File: config.mk
export PLATFORM = sky130hd
export DESIGN_NAME = link_init_ctrl
export DESIGN_NICKNAME = d
export VERILOG_FILES = /design/src/rtl/link_init_ctrl.sv
export SDC_FILE = /design/constraint.sdc
export NUM_CORES = 1
export LEC_CHECK = 0
export ABC_AREA = 1
export ABC_CLOCK_PERIOD_IN_PS = 2800
export BUFFER_PORTS_ARGS = -buffer_cell sky130_fd_sc_hd__buf_4
export CAP_MARGIN = 20
export CELL_PAD_IN_SITES_DETAIL_PLACEMENT = 0
export CELL_PAD_IN_SITES_GLOBAL_PLACEMENT = 1
export CORE_MARGIN = 2
export CORE_UTILIZATION = 37
export CTS_BUF_LIST = sky130_fd_sc_hd__clkbuf_8 sky130_fd_sc_hd__clkbuf_16
export CTS_CLUSTER_DIAMETER = 30
export DETAILED_ROUTE_END_ITERATION = 8
export PLACE_DENSITY_LB_ADDON = 0.1
export REMOVE_ABC_BUFFERS = 1
export SLEW_MARGIN = 40
export SYNTH_ARGS = -nofsm -noshare
export SYNTH_HDL_FRONTEND = slang
export SYNTH_SLANG_ARGS = --single-unit
File: constraint.sdc
create_clock -name clk -period 2.8 [get_ports clk]
set_input_delay 0.42 -clock clk [delete_from_list [all_inputs] [get_ports clk]]
set_output_delay 0.42 -clock clk [all_outputs]
set_load 0.01 [all_outputs]
File: src/rtl/link_init_ctrl.sv
module link_init_ctrl #(
  parameter int N_SPEEDS = 3,
  parameter int TMR_W    = 16,
  parameter int HOLD_W   = 8
) (
  input  logic                clk,
  input  logic                rst_n,
  input  logic                cfg_filter_en,
  input  logic                cfg_rsn_en,
  input  logic                cfg_force_ready,
  input  logic                cfg_oob_sel,
  input  logic [TMR_W-1:0]    cfg_lock_timeout,
  input  logic [HOLD_W-1:0]   cfg_sd_hold,
  input  logic                sig_det,
  input  logic                rx_data_valid,
  input  logic                oob_serdes_done,
  input  logic                oob_int_done,
  input  logic                spd_lock,
  input  logic                host_reset,
  output logic                phy_ready,
  output logic [N_SPEEDS-1:0] rx_spd_mask,
  output logic                tx_idle,
  output logic                reset_req,
  output logic                neg_fail
);
  localparam int RW = (N_SPEEDS > 1) ? $clog2(N_SPEEDS) : 1;
  localparam logic [RW-1:0] LAST_RND = RW'(N_SPEEDS - 1);
  localparam logic [N_SPEEDS-1:0] FASTEST = N_SPEEDS'(1) << (N_SPEEDS - 1);

  typedef enum logic [2:0] {ST_OOB, ST_NEG, ST_WAIT, ST_FAIL, ST_READY} st_t;

  st_t st, st_n;
  logic [RW-1:0]     rnd;
  logic [TMR_W-1:0]  tmr;
  logic [HOLD_W-1:0] lowcnt;

  wire oob_ev   = cfg_oob_sel ? oob_int_done : oob_serdes_done;
  wire [TMR_W:0]  tmr_inc = {1'b0, tmr} + 1'b1;
  wire [HOLD_W:0] low_inc = {1'b0, lowcnt} + 1'b1;
  wire tmo      = tmr_inc >= {1'b0, cfg_lock_timeout};
  wire sd_lost  = !sig_det && (low_inc >= {1'b0, cfg_sd_hold});
  wire drop     = cfg_filter_en ? !(sig_det && rx_data_valid) : sd_lost;
  wire last_rnd = cfg_rsn_en && (rnd == LAST_RND);

  always_comb begin
    st_n = st;
    if (cfg_force_ready) st_n = ST_READY;
    else begin
      case (st)
        ST_OOB:   if (oob_ev) st_n = ST_NEG;
        ST_NEG:   if (spd_lock) st_n = ST_READY;
                  else if (tmo) st_n = last_rnd ? ST_FAIL : ST_WAIT;
        ST_WAIT,
        ST_FAIL:  if (host_reset) st_n = ST_OOB;
        ST_READY: if (drop) st_n = ST_OOB;
        default:  st_n = ST_OOB;
      endcase
    end
  end

  always_ff @(posedge clk or negedge rst_n) begin
    if (!rst_n) begin
      st        <= ST_OOB;
      rnd       <= '0;
      tmr       <= '0;
      lowcnt    <= '0;
      reset_req <= 1'b0;
      neg_fail  <= 1'b0;
    end else begin
      st        <= st_n;
      reset_req <= (st == ST_NEG) && (st_n == ST_WAIT);
      neg_fail  <= (st_n == ST_FAIL);
      tmr       <= (st == ST_NEG) ? tmr_inc[TMR_W-1:0] : '0;
      lowcnt    <= (st == ST_READY && !sig_det) ? low_inc[HOLD_W-1:0] : '0;
      if (st_n == ST_OOB && (st == ST_READY || st == ST_FAIL))
        rnd <= '0;
      else if (st == ST_NEG && st_n == ST_WAIT && cfg_rsn_en)
        rnd <= rnd + 1'b1;
    end
  end

  assign phy_ready   = (st == ST_READY);
  assign rx_spd_mask = cfg_rsn_en ? (FASTEST >> rnd) : {N_SPEEDS{1'b1}};
  assign tx_idle     = !cfg_force_ready &&
                       (st == ST_OOB || st == ST_WAIT || st == ST_FAIL);
endmodule


# Word level (Yosys, flattened, before mapping)
# Index checks and enable logic that the tools add are counted.
# op_classes
n_addsub	3
mux	15
n_lt_le_gt_ge	2
eq_ne	7
n_reduce_logical	18
n_shift	1
# ops
op	n
two-way mux 3 bit	7
adder 16 x 1 -> 17 bit (second input constant)	1
>= comparator 17 x 16 -> 1 bit	1
two-way mux 16 bit	1
equality test 3 x 2 -> 1 bit (second input constant)	4
case mux 3 bit (4 select lines)	1
adder 8 x 1 -> 9 bit (second input constant)	1
>= comparator 9 x 8 -> 1 bit	1
logical AND 1 bit	8
two-way mux 8 bit	1
logical NOT 3 bit	2
two-way mux 2 bit	2
equality test 3 x 1 -> 1 bit (second input constant)	1
equality test 3 bit (second input constant)	1
logical NOT 1 bit	3
logical OR 1 bit	3
two-way mux 1 bit	3
right shift 3 x 2 -> 3 bit (first input constant)	1
adder 2 x 1 -> 2 bit (second input constant)	1
equality test 2 bit (second input constant)	1
nonzero test 2 bit	1
OR reduction 2 bit	1
# totals
regBits	31
output_inout_bits	7
elab_cells	52
in_bits	36

# Depth between registers and ports, before layout
# logic_depth
ltp_word	12
mapped_depth	29
ltp_nobuf	29

# Worst setup path after synthesis
# Ideal clock, no wire load.
# synth_path
path_kind	register to register
start	register tmr[0]
end	register rnd[1]
setup_time_ns	0.117
arrival_ns	2.747
required_time_ns	2.683
n_path_buf	0
period_less_slack_ns	2.864
path_stages_with_launch	26
setup_slack_ns	-0.064
path_cell_list	dfrtp_1 > ha_1 > nand2_1 > inv_2 > nand2_4 > nor3_2 > inv_1 > nor4_2 > nand3_1 > xor2_1 > inv_1 > ha_1 > nand2_1 > nor2_1 > nand2_1 > nor2_1 > nor2_1 > nand3_2 > nor2_2 > nand2_2 > nand2_2 > nand2_2 > a21oi_1 > nand3_1 > nand3_1 > nand2_1
# synth_via
elab_chain_cells	10
elab_cells_between_ends	13
classes_between	add/sub: 1; order compare: 1; eq/ne: 1; mux: 5; reduce/logical: 5
# synth_lines
element	line	source
start, declared	34	logic [TMR_W-1:0] tmr;
start signal, assigned	73	tmr <= (st == ST_NEG) ? tmr_inc[TMR_W-1:0] : '0;
adder 16 x 1 -> 17 bit (*)	38	wire [TMR_W:0] tmr_inc = {1'b0, tmr} + 1'b1;
>= comparator 17 x 16 -> 1 bit (*)	40	wire tmo = tmr_inc >= {1'b0, cfg_lock_timeout};
two-way mux 3 bit (*)	52	else if (tmo) st_n = last_rnd ? ST_FAIL : ST_WAIT;
two-way mux 3 bit (*)	51	ST_NEG: if (spd_lock) st_n = ST_READY;
case mux 3 bit (4 select lines) (*)	49	case (st)
two-way mux 3 bit (*)	47	if (cfg_force_ready) st_n = ST_READY;
equality test 3 x 2 -> 1 bit	77	else if (st == ST_NEG && st_n == ST_WAIT && cfg_rsn_en)
logical AND 1 bit (2 in series)	77	
nonzero test 2 bit (no source line)	n/a	
end signal, assigned	78	rnd <= rnd + 1'b1;
end, declared	33	logic [RW-1:0] rnd;
# Mark *: on every way between the ends. The rest lies on a longest branch, timed or not.
# A chain may end at the register's enable or synchronous reset.

# Worst setup path after layout
# Same ends and word-level chain as after synthesis.

==> results.json <==
{
  "status": "finished, violations left",
  "violations": "setup timing",
  "min_period_ns": 3.03,
  "synth_cell_type_count": 28,
  "synth_seq_area_share_pct": 31.3,
  "fmax_mhz": 330,
  "cts.sinks": 31,
  "chipHeight_um": 85.9,
  "routed_wl_um": 5290,
  "yosys-top-cells-area": "dfrtp_1 (31%), ha_1 (15%), inv_1 (11%)",
  "syn_area_per_cell_um2": 7.26,
  "clkTransAtPathRegs_ns": 0.07,
  "max-slew-margin-rel_pct": 72.4,
  "grt_pass1_wl_um": 8800,
  "cts_tree": "done",
  "final-instance-count-excl-fill": 494,
  "grt_pass1_vias": 2067,
  "crit_required_ns": 2.97,
  "dieArea_mm2": 0.00738,
  "arrival_ns": 3.20,
  "cts_made_buffers": 5,
  "drc": 0,
  "critical_path_class": "register to register",
  "regToRegSetupSlack_ns": -0.23,
  "synthArstFlopShare_pct": 100,
  "synthTopCellsByCount": "inv_1 (74), nand2_1 (60), nor2_1 (50)",
  "fin_skew_ns": 0.00792,
  "start_util_pct": 38.7,
  "setup_tns_ns": -0.725,
  "yosys.area.top_type_share_pct": 31.3,
  "fin_area_mm2": 0.00330,
  "portBuffers": 42,
  "core-area_mm2": 0.00642,
  "n_fill_cell": 653,
  "setup_viol": 6,
  "r2r-start": "tmr[0]",
  "fin_ws_ns": -0.227,
  "synthFlopType": "dfrtp_1",
  "grt_max_degree": 32,
  "netlist_area_mm2": 0.00248,
  "nNetsFinal": 482,
  "grt_overflow": 0,
  "clk_latency_ns": 0.28,
  "htreeDepth": 2,
  "dp_cells": 477,
  "die_x_um": 85.9,
  "drive_above_1_share_pct": 31.7,
  "via_per_inst": 4.47,
  "vias": 2209,
  "clock-root-buffer": "clkbuf_8",
  "ant_nets": 0,
  "yosysMostFrequentCell": "inv_1",
  "drt_iter0_drc": 44,
  "drv_cap": 0,
  "dr.pass1.iters": 4,
  "synthToLayoutAreaGrowth_pct": 33.1,
  "hp-class": "input port to asynchronous set/reset pin",
  "p_leak_nw": 1.94,
  "worst_r2r_path_depth": 26,
  "hpwl_um": 4230,
  "power.density_mw_per_mm2": 291,
  "r2r-end": "rnd[1]",
  "end_kind": "register",
  "synth_top_area_cell": "dfrtp_1",
  "seq_area_um2": 776,
  "multi_input_area_mm2": 0.00151,
  "worstPathMaxFanout": 5,
  "total_power_uw": 962,
  "final-max-slew-violation-count": 0,
  "synth-warning-count": 0,
  "timing.hold.ws_ns": 0.0641,
  "clk_path_buf_depth": 2,
  "synth_cells": 342,
  "rsz0062_at_grt": "yes",
  "antenna_found_initial": 0,
  "placed_area_mm2": 0.00302,
  "cp-start-kind": "register",
  "holdBufCountCts": 0,
  "irDropWorstVdd_mv": 0.261,
  "rows": 29,
  "hold_viol_final": 0,
  "place_congestion": 0.727,
  "ios": 43,
  "synth-seq-cells": 31,
  "synth_edf_count": 0,
  "grt.total_usage_pct": 14.8,
  "wl_per_cell_um": 10.7,
  "max_slew.worst_pin.slew_ns": 0.414,
  "finalCritPeriodShare_pct": 108,
  "diodes": 0
}
## layout by cell type, fill, tap and decap left out, drive strengths merged
master,netlist,final
a21o,2,2
a21oi,10,10
buf,1,70
clkbuf,1,6
clkinv,0,1
dfrtp,31,31
ha,29,29
inv,81,81
mux2i,1,1
nand2,71,71
nand3,19,19
nand3b,1,1
nand4,4,4
nor2,62,62
nor3,8,8
nor4,1,1
o21a,1,1
o21ai,4,4
o21bai,1,1
xnor2,4,4
xor2,10,10
## sequential cells by signal (all words and copies together) (netlist names)
signal	count
lowcnt	8
neg_fail	1
reset_req	1
rnd	2
st	3
tmr	16
## layer usage
| metal | wire length (um) | up-vias | part of all wire (%) | global-route usage [%] |
|---|---|---|---|---|
| met3 | 141 | 4 | 2.7 | 3.08 |
| met5 | 0 | - | 0 | 0 |
| li1 | - | 1185 | - | - |
| met1 | 2510 | 995 | 48 | 20.0 |
| met4 | 46 | 0 | 0.87 | 2.16 |
| met2 | 2590 | 25 | 49 | 24.9 |
## kinds of logic after synthesis
group	after synthesis	share of synthesized area, %
AO/OA/AOI/OAI	18	4.03
XOR/XNOR	14	4.94
adder cells (fa/ha/maj)	29	14.6
buffers and inverters	83	12.6
flip-flops	31	31.2
multiplexers	1	0.403
AND/OR/NAND/NOR	166	32.2
## report_power, final
group,switching (mW),internal [mW],leakage [nW]
Combinational,0.0751,0.0690,1.47
Sequential,0.00547,0.453,0.428
Clock,0.167,0.193,0.0470
## through the flow
step,util (%),setup slack (ns)
6_report,51.5,-0.227
5_1_grt,51.5,-0.585
3_3_place_gp,47.0,-0.292
3_5_place_dp,47.0,-0.278
2_1_floorplan,-,-0.0657
4_1_cts,49.3,-0.263
## timing repair
item	in CTS	in global routing
setup buffers	4	7
setup endpoints to repair	6	6
gates cloned	0	0
pin swaps	1	7
resized for setup	5	21
## area by class of cell
| cell class | count | share of cell area, % |
|---|---|---|
| inverter | 81 | 9.20 |
| clock inverter | 1 | 0.151 |
| sequential | 31 | 23.5 |
| clock buffer | 6 | 2.50 |
| tap | 77 | 2.92 |
| timing repair buffer | 70 | 16.0 |
| multi-input combinational | 228 | 45.7 |
## how the worst max path moves through the flow
| stage | startpoint | to | slack (ns) | depth (start not counted) |
|---|---|---|---|---|
| 6_report | tmr[0] | rnd[1] | -0.23 | 26 |
| 4_1_cts | tmr[0] | rnd[1] | -0.26 | 29 |
| 3_5_place_dp | tmr[0] | rnd[0] | -0.28 | 29 |
| 3_3_place_gp | tmr[0] | rnd[1] | -0.29 | 28 |
| 2_1_floorplan | tmr[0] | rnd[1] | -0.07 | 25 |
| 5_1_grt | tmr[0] | rnd[1] | -0.59 | 26 |
## worst max-delay path: stages, from the launching register on
cell	delay, ns
dfrtp_1	0.39
ha_2	0.20
nand2_2	0.05
inv_2	0.07
nand2_4	0.05
nor3_4	0.13
inv_2	0.08
nor4_4	0.17
nand3_1	0.13
xor2_1	0.23
inv_1	0.10
ha_4	0.28
nand2_2	0.06
nor2_2	0.07
nand2_1	0.05
nor2_1	0.09
nor2_1	0.05
nand3_2	0.05
nor2_2	0.04
nand2_2	0.06
nand2_2	0.06
nand2_4	0.08
nand3_2	0.08
nor2_4	0.15
nand2_1	0.07
nand3_1	0.06
nand2_1	0.05
No activity file was read; power rests on OpenSTA's default activity.
